==> src/rtl/ftl_pkg.sv <==
// Shared types for the feedback frequency tracker.
// Assumes nothing beyond SystemVerilog packages.
package ftl_pkg;
    // Direction of one tuning correction
    typedef enum logic {
        DIR_DOWN = 1'b0,
        DIR_UP   = 1'b1
    } dir_e;

    // Which signal produced the most recent rising edge
    typedef enum logic {
        SRC_INPUT = 1'b0,
        SRC_REF   = 1'b1
    } src_e;
endpackage

==> src/rtl/ftl_nco.sv <==
// Phase accumulator: adds the tuning word each clock; its MSB is the
// reference square wave. Assumes tune_word is driven from the same clock.
module ftl_nco #(
    parameter int W = 32
) (
    input  logic         clk,
    input  logic         rst_n,
    input  logic [W-1:0] tune_word,
    output logic         ref_sq
);
    logic [W-1:0] phase_acc;

    // Advance phase by the tuning word each clock
    always_ff @(posedge clk) begin
        if (!rst_n) phase_acc <= '0;
        else        phase_acc <= phase_acc + tune_word;
    end

    assign ref_sq = phase_acc[W-1];

    AST_ZERO_WORD_FREEZES: assert property (@(posedge clk) disable iff (!rst_n)
        (tune_word == '0) |=> $stable(ref_sq));
endmodule

==> src/rtl/ftl_freq_cmp.sv <==
// Digital frequency comparator. Tracks the source of the latest rising
// edge and issues a one-cycle correction when one source rises twice in a
// row. Assumes sig_in is synchronous to clk.
module ftl_freq_cmp
    import ftl_pkg::*;
(
    input  logic clk,
    input  logic rst_n,
    input  logic sig_in,
    input  logic ref_sq,
    output logic upd_valid,
    output dir_e upd_dir
);
    logic in_q, ref_q, have_edge;
    src_e last_src;
    logic rise_in, rise_ref;

    // Rising-edge detection against the previous sampled value
    always_comb begin
        rise_in  = sig_in & ~in_q;
        rise_ref = ref_sq & ~ref_q;
    end

    // Edge history and correction request
    always_ff @(posedge clk) begin
        if (!rst_n) begin
            in_q      <= 1'b0;
            ref_q     <= 1'b0;
            have_edge <= 1'b0;
            last_src  <= SRC_INPUT;
            upd_valid <= 1'b0;
            upd_dir   <= DIR_DOWN;
        end else begin
            in_q      <= sig_in;
            ref_q     <= ref_sq;
            upd_valid <= 1'b0;
            if (rise_in && rise_ref) begin
                have_edge <= 1'b0;
            end else if (rise_in) begin
                if (have_edge && last_src == SRC_INPUT) begin
                    upd_valid <= 1'b1;
                    upd_dir   <= DIR_UP;
                end
                have_edge <= 1'b1;
                last_src  <= SRC_INPUT;
            end else if (rise_ref) begin
                if (have_edge && last_src == SRC_REF) begin
                    upd_valid <= 1'b1;
                    upd_dir   <= DIR_DOWN;
                end
                have_edge <= 1'b1;
                last_src  <= SRC_REF;
            end
        end
    end
endmodule

==> src/rtl/ftl_track_cnt.sv <==
// Saturating up/down counter holding the tuning word. Moves by step_word
// once per correction. Assumes init_word is stable during reset.
module ftl_track_cnt
    import ftl_pkg::*;
#(
    parameter int W = 32
) (
    input  logic         clk,
    input  logic         rst_n,
    input  logic [W-1:0] init_word,
    input  logic [W-1:0] step_word,
    input  logic         upd_valid,
    input  dir_e         upd_dir,
    output logic [W-1:0] tune_word
);
    localparam logic [W-1:0] WORD_MAX = '1;

    logic [W:0]   sum_up;
    logic [W-1:0] next_word;

    // Saturating next value for either direction
    always_comb begin
        sum_up = {1'b0, tune_word} + {1'b0, step_word};
        if (upd_dir == DIR_UP)
            next_word = sum_up[W] ? WORD_MAX : sum_up[W-1:0];
        else
            next_word = (step_word > tune_word) ? '0 : tune_word - step_word;
    end

    // Apply one correction per request
    always_ff @(posedge clk) begin
        if (!rst_n)         tune_word <= init_word;
        else if (upd_valid) tune_word <= next_word;
    end

    AST_HOLD_WITHOUT_REQ: assert property (@(posedge clk) disable iff (!rst_n)
        !upd_valid |=> $stable(tune_word));
    AST_CLAMP_HIGH: assert property (@(posedge clk) disable iff (!rst_n)
        (upd_valid && upd_dir == DIR_UP && tune_word == WORD_MAX) |=> tune_word == WORD_MAX);
    AST_CLAMP_LOW: assert property (@(posedge clk) disable iff (!rst_n)
        (upd_valid && upd_dir == DIR_DOWN && step_word >= tune_word) |=> tune_word == '0);
endmodule

==> src/rtl/ftl_lock_est.sv <==
// Lock detector and estimator. Counts direction reversals, tracks the run
// length of same-direction corrections, and averages the last two turning
// points. Assumes tune_word is the value before the current correction.
module ftl_lock_est
    import ftl_pkg::*;
#(
    parameter int W          = 32,
    parameter int LOCK_REVS  = 8,
    parameter int UNLOCK_RUN = 16
) (
    input  logic         clk,
    input  logic         rst_n,
    input  logic         upd_valid,
    input  dir_e         upd_dir,
    input  logic [W-1:0] tune_word,
    output logic         locked,
    output logic [W-1:0] estimate
);
    localparam int RW = $clog2(LOCK_REVS + 1);
    localparam int NW = $clog2(UNLOCK_RUN + 2);
    localparam logic [RW-1:0] REV_MAX = RW'(LOCK_REVS);
    localparam logic [NW-1:0] RUN_LIM = NW'(UNLOCK_RUN);

    logic [RW-1:0] rev_cnt, rev_nx;
    logic [NW-1:0] run_cnt, run_nx;
    logic          have_prev, turn_valid, reversal;
    dir_e          prev_dir;
    logic [W-1:0]  turn_word;
    logic [W:0]    turn_sum;

    // Next-state helpers for counters and the midpoint
    always_comb begin
        reversal = have_prev && (upd_dir != prev_dir);
        rev_nx   = (rev_cnt == REV_MAX) ? rev_cnt : rev_cnt + 1'b1;
        run_nx   = (run_cnt > RUN_LIM) ? run_cnt : run_cnt + 1'b1;
        turn_sum = {1'b0, turn_word} + {1'b0, tune_word};
    end

    // Update lock state and estimate on each correction
    always_ff @(posedge clk) begin
        if (!rst_n) begin
            rev_cnt    <= '0;
            run_cnt    <= '0;
            have_prev  <= 1'b0;
            prev_dir   <= DIR_DOWN;
            turn_valid <= 1'b0;
            turn_word  <= '0;
            locked     <= 1'b0;
            estimate   <= '0;
        end else if (upd_valid) begin
            have_prev <= 1'b1;
            prev_dir  <= upd_dir;
            if (reversal) begin
                rev_cnt    <= rev_nx;
                run_cnt    <= NW'(1);
                turn_word  <= tune_word;
                turn_valid <= 1'b1;
                if (turn_valid) estimate <= turn_sum[W:1];
                if (rev_nx == REV_MAX) locked <= 1'b1;
            end else begin
                run_cnt <= run_nx;
                if (run_nx > RUN_LIM) begin
                    locked  <= 1'b0;
                    rev_cnt <= '0;
                end
            end
        end
    end

    AST_LOCK_ENTRY: assert property (@(posedge clk) disable iff (!rst_n)
        $rose(locked) |-> rev_cnt == REV_MAX);
    AST_RUN_UNLOCK: assert property (@(posedge clk) disable iff (!rst_n)
        (run_cnt > RUN_LIM) |-> !locked);
    AST_EST_QUIET: assert property (@(posedge clk) disable iff (!rst_n)
        !upd_valid |=> $stable(estimate));
endmodule

==> src/rtl/freq_track_loop.sv <==
// Top of the feedback frequency tracker: oscillator, comparator, tuning
// counter and lock/estimate stage in a closed loop. Assumes sig_in is
// synchronous to clk.
module freq_track_loop #(
    parameter int W          = 32,
    parameter int LOCK_REVS  = 8,
    parameter int UNLOCK_RUN = 16
) (
    input  logic         clk,
    input  logic         rst_n,
    input  logic         sig_in,
    input  logic [W-1:0] init_word,
    input  logic [W-1:0] step_word,
    output logic         ref_sq,
    output logic [W-1:0] tune_word,
    output logic         locked,
    output logic [W-1:0] estimate
);
    logic          upd_valid;
    ftl_pkg::dir_e upd_dir;

    ftl_nco #(.W(W)) u_nco (
        .clk(clk), .rst_n(rst_n), .tune_word(tune_word), .ref_sq(ref_sq)
    );

    ftl_freq_cmp u_cmp (
        .clk(clk), .rst_n(rst_n), .sig_in(sig_in), .ref_sq(ref_sq),
        .upd_valid(upd_valid), .upd_dir(upd_dir)
    );

    ftl_track_cnt #(.W(W)) u_cnt (
        .clk(clk), .rst_n(rst_n), .init_word(init_word), .step_word(step_word),
        .upd_valid(upd_valid), .upd_dir(upd_dir), .tune_word(tune_word)
    );

    ftl_lock_est #(.W(W), .LOCK_REVS(LOCK_REVS), .UNLOCK_RUN(UNLOCK_RUN)) u_lock (
        .clk(clk), .rst_n(rst_n), .upd_valid(upd_valid), .upd_dir(upd_dir),
        .tune_word(tune_word), .locked(locked), .estimate(estimate)
    );
endmodule

==> config.mk <==
export PLATFORM = sky130hd
export DESIGN_NAME = freq_track_loop
export DESIGN_NICKNAME = d
export VERILOG_FILES = /design/src/rtl/ftl_pkg.sv /design/src/rtl/ftl_nco.sv /design/src/rtl/ftl_freq_cmp.sv /design/src/rtl/ftl_track_cnt.sv /design/src/rtl/ftl_lock_est.sv /design/src/rtl/freq_track_loop.sv
export SDC_FILE = /design/constraint.sdc
export NUM_CORES = 1
export LEC_CHECK = 0
export ABC_AREA = 0
export BUFFER_PORTS_ARGS = -buffer_cell sky130_fd_sc_hd__buf_2
export CAP_MARGIN = 20
export CORE_UTILIZATION = 55
export CTS_BUF_LIST = sky130_fd_sc_hd__clkbuf_2 sky130_fd_sc_hd__clkbuf_4 sky130_fd_sc_hd__clkbuf_8
export DETAILED_ROUTE_END_ITERATION = 7
export HOLD_SLACK_MARGIN = 0.05
export PLACE_DENSITY = 0.73
export SYNTH_ARGS = -nofsm -noshare
export SYNTH_HDL_FRONTEND = slang
export SYNTH_SLANG_ARGS = --single-unit
==> constraint.sdc <==
create_clock -name clk -period 8.65 [get_ports clk]
set_input_delay 0.4325 -clock clk [delete_from_list [all_inputs] [get_ports clk]]
set_output_delay 0.4325 -clock clk [all_outputs]
set_load 0.02 [all_outputs]
==> results.txt, run 1 <==
status - complete, no violations
hold path start - sig_in
Root Buffer - clkbuf_8
Reg-to-Reg End - u_cnt.tune_word[29]
Initial Util - 56.01%
CTS sink count - 147
DRT Pass-1 Iters - 5
Resized cells post-CTS - 0
clk_skew - 0.01422 ns
area of the core - 21,760 µm²
Comb pwr share - 50.6%
Worst setup SP type - register
final cycle utilization of the critical path - 48.61%
largest net degree at the start of global routing - 71
sw frac - 42.32%
GRT Overall Usage - 30.16%
Rows - 54
unrepaired setup endpoints after global routing - false
area leader, netlist - dfxtp_1
Min-Delay Path Class - input pin to register
area share of the largest cell type after synthesis - 18.89%
synth unique cells - 83
Slew HR - 32.69%
R2R depth - 12
DRC Markers - 0
CTS Buffer Depth - 2
Tightest Pin Transition - 1.010 ns
Setup Crit Path Kind - register to register
ANT nets after route - 0
Fillers - 2,068
pwr/cell area - 224.9 nW/µm²
FMAX - 237.8 MHz
clk_lat worst skew - 0.46 ns
CTS Hold Bufs - 0
max-slew violations - 0
hold worst-path end - u_cmp.in_q
initial antenna violation count - 0
Static Leakage - 5.987 nW
mapped cell area - 12,190 µm²
Nets - 1,847
final worst path period need - 4.205 ns
Synth async-reset ratio - 0%
first-pass GRT wire length - 54,210 µm
Reg2Reg Setup Slack - 4.44 ns
hold path depth - 2
NetSw - 0.001272 W
share of cells above drive strength 1 - 11.90%
die area - 22,750 µm²
initial drt markers - 687
largest cells by area after synthesis - dfxtp_1 (19%), ha_1 (14%), a21oi_1 (8.1%)
clk slew on worst S/H paths - 0.09 ns
ant diodes - 0
Setup Viol. Count Final - 0
Post-DP HPWL - 25,560 µm
PnR worst setup slack - 4.445 ns
Max FO, Critical Path - 10
vias in the first global route - 10,760
Cell Int Power - 0.001733 W
Vias - 11,600
post-CTS setup buffer count - 0
via/cell ratio - 5.991
EDFF count, synth - 32
max-cap violation count - 0
DR WL/cell - 17.38 µm
grt total ovfl - 0
Final Hold Vio Count - 0
Post-Syn Instances - 1,559
CTS tree - built
worst path required time - 8.96 ns
Synth Net Count - 1,763
Layout area overhead - 9.621%
Syn Area/Cell - 7.816 µm²
sequential cell area fraction in the yosys report - 26.78%
top_reg_cell synth - dfxtp_1
TNS Setup - 0 ns
die width - 150.8 µm
clock group share of total power - 19.3%
sequential power share - 30.1%
data arrival time of the worst path - 4.52 ns
dpl ws - 4.559 ns
Synth Register Bits - 147
WL final - 33,640 µm
CP endpoint kind - register
GP Congestion - 0.9298
TritonCTS Buffers - 17
r2r startpoint - u_cnt.tune_word[1]
Yosys Warn Count - 0
IO Pins - 133
die height - 150.8 µm
H-tree levels - 4
VDD IR max - 0.1255 mV
IO Port Bufs - 132
## placed cells by master, fill, tap and decap left out, types with 19 or more instances in the layout
cell type    n
a21o_1      51
a21oi_1    198
a31oi_1     19
buf_2      132
dfxtp_1    115
edfxtp_1    32
ha_1       133
inv_1       77
nand2_1    179
nand2b_1    24
nand3_1     37
nor2_1     143
nor3_1      22
o21ai_0     70
xnor2_1     68
xor2_1      38
## cell families (layout without fill, tap and decap cells)
| group | Yosys count | after routing | share of synthesized area, % |
|---|---|---|---|
| AND/OR/NAND/NOR | 509 | 509 | 19.21 |
| AO/OA/AOI/OAI | 500 | 500 | 26.66 |
| buffers and inverters | 156 | 253 | 5.093 |
| flip-flops | 147 | 147 | 26.78 |
| adder cells (fa/ha/maj) | 137 | 137 | 14.31 |
| XOR/XNOR | 106 | 106 | 7.619 |
| multiplexers | 4 | 4 | 0.3286 |
## routing by layer
layer	global-route usage, %	routed length (µm)
met1	38.94	14640
met2	50.34	15770
met3	4.247	2036
met4	12.50	1194
met5	0	0
## synthesized netlist by cell type, types with 5 or more instances
| library cell | instances |
|---|---|
| a211o_1 | 5 |
| a211oi_1 | 16 |
| a21o_1 | 51 |
| a21oi_1 | 198 |
| a221oi_1 | 8 |
| a311oi_1 | 5 |
| a31oi_1 | 19 |
| and2_1 | 15 |
| and3_1 | 17 |
| buf_1 | 5 |
| buf_2 | 9 |
| clkbuf_1 | 55 |
| dfxtp_1 | 115 |
| edfxtp_1 | 32 |
| ha_1 | 133 |
| inv_1 | 77 |
| nand2_1 | 179 |
| nand2b_1 | 24 |
| nand3_1 | 37 |
| nand4_1 | 14 |
| nor2_1 | 144 |
| nor2b_1 | 15 |
| nor3_1 | 22 |
| nor4_1 | 12 |
| o211ai_1 | 11 |
| o21a_1 | 13 |
| o21ai_0 | 70 |
| o21ai_1 | 5 |
| o21bai_1 | 16 |
| o22a_1 | 6 |
| o31ai_1 | 16 |
| xnor2_1 | 68 |
| xor2_1 | 38 |
## critical path, cell delays in order, from the launching register on
cell and delay (ns):
edfxtp_1 0.64, inv_1 0.12, fa_1 0.44, nand2b_1 0.19, a21oi_1 0.27, o21ai_1 0.15
nand2_1 0.10, a31oi_1 0.21, o41ai_2 0.51, a211oi_2 0.28, nor2_1 0.80, a21oi_1 0.16
a21oi_1 0.20
## registers in the layout, indices dropped and copies added, names as in the netlist, 4 cells and up
register / cells
u_cnt.tune_word: 32
u_lock.estimate: 32
u_lock.turn_word: 32
u_nco.phase_acc: 32
u_lock.run_cnt: 5
u_lock.rev_cnt: 4
## final cells by class
cell class / count / area (µm²) / area share [%]
well taps: 280 / 350.3 / 2.623
inverters: 81 / 305.3 / 2.286
clock buffers: 19 / 249.0 / 1.864
flip-flops and latches: 147 / 3263 / 24.43
multi-input cells: 1256 / 8304 / 62.17
repair buffers: 140 / 720.7 / 5.395
clock inverters: 13 / 165.2 / 1.236
## worst max path at each step
stage	start	endpoint	slack, ns	cells after the start
after global routing	u_cnt.tune_word[1]	u_cnt.tune_word[21]	4.11	12
after detailed placement	u_cnt.tune_word[1]	u_cnt.tune_word[29]	4.56	12
after floorplan	u_cnt.tune_word[0]	u_cnt.tune_word[15]	5.16	13
final	u_cnt.tune_word[1]	u_cnt.tune_word[29]	4.44	12
after global placement	u_cnt.tune_word[5]	u_cnt.tune_word[31]	4.72	11
after CTS	u_cnt.tune_word[1]	u_cnt.tune_word[29]	4.53	12
## per-stage QoR
stage	hold WS [ns]	instances	cell area (µm²)	power (W)	utilization (%)
final	0.2024	1936	13360	0.003004	61.40
after global routing	0.1867	1936	13360	0.003218	61.40
after CTS	0.1868	1936	13360	0.002997	61.40
after detailed placement	0.4430	1904	12940	0.002410	59.50
after global placement	0.4390	1904	12940	0.002387	59.50
after floorplan	0.4377	1559	12190	0.002060	-
## power groups by stage
stage               Combinational [W]  Clock (W)  Sequential (W)
floorplan                     0.00115          0        0.000913
global placement              0.00147          0        0.000917
detailed placement            0.00149          0        0.000922
CTS                           0.00150   0.000590        0.000906
global route                  0.00168   0.000619        0.000915
finish                        0.00152   0.000579        0.000905
Power figures use the tool's default switching activity.
==> run 2, diff against run 1 <==
--- a/config.mk
+++ b/config.mk
@@ -5,14 +5,14 @@
 export SDC_FILE = /design/constraint.sdc
 export NUM_CORES = 1
 export LEC_CHECK = 0
-export ABC_AREA = 0
+export ABC_AREA = 1
 export BUFFER_PORTS_ARGS = -buffer_cell sky130_fd_sc_hd__buf_2
 export CAP_MARGIN = 20
 export CORE_UTILIZATION = 55
 export CTS_BUF_LIST = sky130_fd_sc_hd__clkbuf_2 sky130_fd_sc_hd__clkbuf_4 sky130_fd_sc_hd__clkbuf_8
 export DETAILED_ROUTE_END_ITERATION = 7
 export HOLD_SLACK_MARGIN = 0.05
-export PLACE_DENSITY = 0.73
+export PLACE_DENSITY = 0.76
 export SYNTH_ARGS = -nofsm -noshare
 export SYNTH_HDL_FRONTEND = slang
 export SYNTH_SLANG_ARGS = --single-unit
==> constraint.sdc (replaced) <==
create_clock -name clk -period 3.7 [get_ports clk]
set_input_delay 0.185 -clock clk [delete_from_list [all_inputs] [get_ports clk]]
set_output_delay 0.185 -clock clk [all_outputs]
set_load 0.02 [all_outputs]
==> run 2 against run 1 <==
Critical path depth up 1. Critical endpoint is now u_cnt.tune_word[26]. Sequential share of layout area fell by 3.8 points. Cell count increased by 46%. Clock-buffer cell count down 2. Worst hold slack worse by 0.15 ns.
==> results.txt, run 2 <==
max-cap violation count - 0 (unchanged)
ant diodes - 0 (unchanged)
total power - 0.007410 W (was 0.003004 W)
final cycle utilization of the critical path - 84.40% (was 48.61%)
top_reg_cell synth - dfxtp_1 (unchanged)
Reg-to-Reg End - u_cnt.tune_word[26] (was u_cnt.tune_word[29])
hold path depth - 3 (was 2)
Post-Syn Instances - 2,351 (was 1,559)
area leader, netlist - nand2_1 (was dfxtp_1)
GRT Overall Usage - 39.16% (was 30.16%)
die area - 26,580 µm² (was 22,750 µm²)
die height - 163.0 µm (was 150.8 µm)
Largest delay share family, worst path - simple AND/OR/NAND/NOR gates (was compound AO/OA/AOI/OAI gates)
most used cell, CP - nand2_1 (was a21oi_1)
Synth Area in Compound Gates - 15.71% (was 26.66%)
Initial Util - 56.30% (was 56.01%)
CTS tree - built (unchanged)
r2r startpoint - u_cnt.tune_word[6] (was u_cnt.tune_word[1])
largest cells by area after synthesis - nand2_1 (19%), dfxtp_1 (16%), ha_1 (12%) (was dfxtp_1 (19%), ha_1 (14%), a21oi_1 (8.1%))
Vias - 16,250 (was 11,600)
grt total ovfl - 0 (unchanged)
most common cell after layout, fill and taps aside - nand2_1 (was a21oi_1)
die width - 163.0 µm (was 150.8 µm)
unrepaired setup endpoints after global routing - false (unchanged)
pwr/cell area - 468.3 nW/µm² (was 224.9 nW/µm²)
EDFF count, synth - 32 (unchanged)
DR WL/cell - 18.48 µm (was 17.38 µm)
Nets - 2,688 (was 1,847)
CP endpoint kind - register (unchanged)
vias in the first global route - 14,670 (was 10,760)
Synth Register Bits - 147 (unchanged)
data arrival time of the worst path - 3.36 ns (was 4.52 ns)
first-pass GRT wire length - 79,380 µm (was 54,210 µm)
TNS Setup - 0 ns (unchanged)
CTS sink count - 147 (unchanged)
GP Congestion - 1.039 (was 0.9298)
Root Buffer - clkbuf_8 (unchanged)
status - complete, no violations (unchanged)
WL final - 52,250 µm (was 33,640 µm)
critical path buffer and inverter count - 1 (unchanged)
Tightest Pin Transition - 1.068 ns (was 1.010 ns)
list of most frequent post-synthesis cells - nand2_1 (708), inv_1 (334), nor2_1 (268), a21oi_1 (218), nand3_1 (148) (was a21oi_1 (198), nand2_1 (179), nor2_1 (144), ha_1 (133), dfxtp_1 (115))
adder-cell share of the synthesized area - 12.23% (was 14.31%)
FMAX - 320.2 MHz (was 237.8 MHz)
ANT nets after route - 0 (unchanged)
CTS Buffer Depth - 2 (unchanged)
DRT Pass-1 Iters - 6 (was 5)
Yosys Warn Count - 0 (unchanged)
most frequent cell after synthesis - nand2_1 (was a21oi_1)
Post-DP HPWL - 41,770 µm (was 25,560 µm)
largest family of logic cells by synthesized area - simple AND/OR/NAND/NOR gates (was compound AO/OA/AOI/OAI gates)
Synth Area in XOR/XNOR - 2.457% (was 7.619%)
clk_skew - 0.02166 ns (was 0.01422 ns)
max-slew violations - 0 (unchanged)
mapped cell area - 14,260 µm² (was 12,190 µm²)
VDD IR max - 0.3452 mV (was 0.1255 mV)
synth unique cells - 51 (was 83)
Rows - 58 (was 54)
Static Leakage - 8.396 nW (was 5.987 nW)
Slowest Stage Delay on Critical Path - 0.62 ns (was 0.80 ns)
Reg2Reg Setup Slack - 0.58 ns (was 4.44 ns)
Crit-path slowest cell - edfxtp_1 (was nor2_1)
hold path start - init_word[28] (was sig_in)
TritonCTS Buffers - 17 (unchanged)
Worst setup SP type - register (unchanged)
Synth async-reset ratio - 0% (unchanged)
Fillers - 2,517 (was 2,068)
Synth Net Count - 2,555 (was 1,763)
R2R depth - 13 (was 12)
initial drt markers - 1,959 (was 687)
area of the core - 25,330 µm² (was 21,760 µm²)
H-tree levels - 4 (unchanged)
IO Pins - 133 (unchanged)
most frequent cells in the layout - nand2_1 (708), inv_1 (334), nor2_1 (267) (was a21oi_1 (198), nand2_1 (179), nor2_1 (143))
largest net degree at the start of global routing - 72 (was 71)
worst path required time - 3.93 ns (was 8.96 ns)
sequential cell area fraction in the yosys report - 22.88% (was 26.78%)
post-synthesis mux area share - 0% (was 0.3286%)
area share of the largest cell type after synthesis - 18.64% (was 18.89%)
share of cells above drive strength 1 - 9.211% (was 11.90%)
clk slew on worst S/H paths - 0.11 ns (was 0.09 ns)
Syn Area/Cell - 6.065 µm² (was 7.816 µm²)
DRC Markers - 0 (unchanged)
Post-Synth Simple-Gate Area - 35.43% (was 19.21%)
IO Port Bufs - 132 (unchanged)
initial antenna violation count - 0 (unchanged)
via/cell ratio - 5.747 (was 5.991)
Max FO, Critical Path - 13 (was 10)
Setup Crit Path Kind - register to register (unchanged)
Final Hold Vio Count - 0 (unchanged)
Layout area overhead - 10.96% (was 9.621%)
clk_lat worst skew - 0.48 ns (was 0.46 ns)
Min-Delay Path Class - input pin to register (unchanged)
Setup Viol. Count Final - 0 (unchanged)
final worst path period need - 3.123 ns (was 4.205 ns)
cells along the critical path - ha_1, nor2_1, a21oi_1, nand2_1, nand2_1, nand2_2, a21oi_4, buf_12, nand3_1, nand2_1, nand2_1, nand2_1, nand2_1 (was inv_1, fa_1, nand2b_1, a21oi_1, o21ai_1, nand2_1, a31oi_1, o41ai_2, a211oi_2, nor2_1, a21oi_1, a21oi_1)
hold worst-path end - u_cnt.tune_word[28] (was u_cmp.in_q)
Slew HR - 28.68% (was 32.69%)
Resized cells post-CTS - 0 (unchanged)
-- run 2: report_power, final --
| group | switching, W | internal (W) |
|---|---|---|
| clock | 0.000821 | 0.000523 |
| sequential | 0.000188 | 0.00189 |
| combinational | 0.00275 | 0.00124 |
| total | 0.00376 | 0.00365 |
-- run 2: cells by family (layout without fill, tap and decap cells) --
logic type,after synthesis,in the layout
adder cells (fa/ha/maj),137,137
AO/OA/AOI/OAI,405,405
buffers and inverters,399,545
XOR/XNOR,40,40
AND/OR/NAND/NOR,1223,1223
flip-flops,147,147
-- run 2: layer usage --
| metal | global-route usage [%] | routed length [µm] |
|---|---|---|
| met5 | 0 | 0 |
| met4 | 17.80 | 2336 |
| met3 | 7.466 | 5203 |
| met2 | 57.66 | 21480 |
| met1 | 54.93 | 23230 |
-- run 2: worst max-delay path by stage --
stage | start | endpoint | slack [ns] | depth (start not counted)
CTS | u_cnt.tune_word[6] | u_cnt.tune_word[26] | 0.67 | 13
global placement | u_cnt.tune_word[6] | u_cnt.tune_word[31] | 0.72 | 13
detailed placement | u_cnt.tune_word[6] | u_cnt.tune_word[26] | 0.69 | 13
global route | u_cnt.tune_word[5] | u_cnt.tune_word[31] | 0.46 | 13
floorplan | u_cnt.tune_word[1] | u_cnt.tune_word[22] | 1.26 | 16
finish | u_cnt.tune_word[6] | u_cnt.tune_word[26] | 0.58 | 13
-- run 2: layout make-up --
class	instances	area, µm²	share of cell area [%]
multi-input combinational	1805	9395	59.38
sequential	147	3263	20.62
inverter	340	1276	8.066
timing repair buffer	173	1061	6.706
tap	330	412.9	2.610
clock buffer	17	234.0	1.479
clock inverter	15	180.2	1.139
-- run 2: worst reg2reg max path: stages (launching register included) --
cell	delay, ns
edfxtp_1	0.62
ha_1	0.56
nor2_1	0.16
a21oi_1	0.17
nand2_1	0.12
nand2_1	0.15
nand2_2	0.13
a21oi_4	0.44
buf_12	0.21
nand3_1	0.09
nand2_1	0.06
nand2_1	0.05
nand2_1	0.06
nand2_1	0.06
-- run 2: stage by stage --
stage | instance area (µm²) | std cells | utilization, % | worst slack (ns) | hold slack [ns]
global route | 15820 | 2827 | 62.47 | 0.4578 | 0.06045
detailed placement | 15200 | 2774 | 60.01 | 0.6924 | 0.3890
floorplan | 14260 | 2351 | - | 1.260 | 0.2826
global placement | 15200 | 2774 | 60.01 | 0.7234 | 0.3815
CTS | 15820 | 2827 | 62.47 | 0.6688 | 0.05380
finish | 15820 | 2827 | 62.47 | 0.5772 | 0.05386
-- run 2: what timing repair did --
item | 4_1_cts | 5_1_grt
hold endpoints to repair | 21 | 0
buffers inserted | 0 | 0
hold buffers | 21 | 0
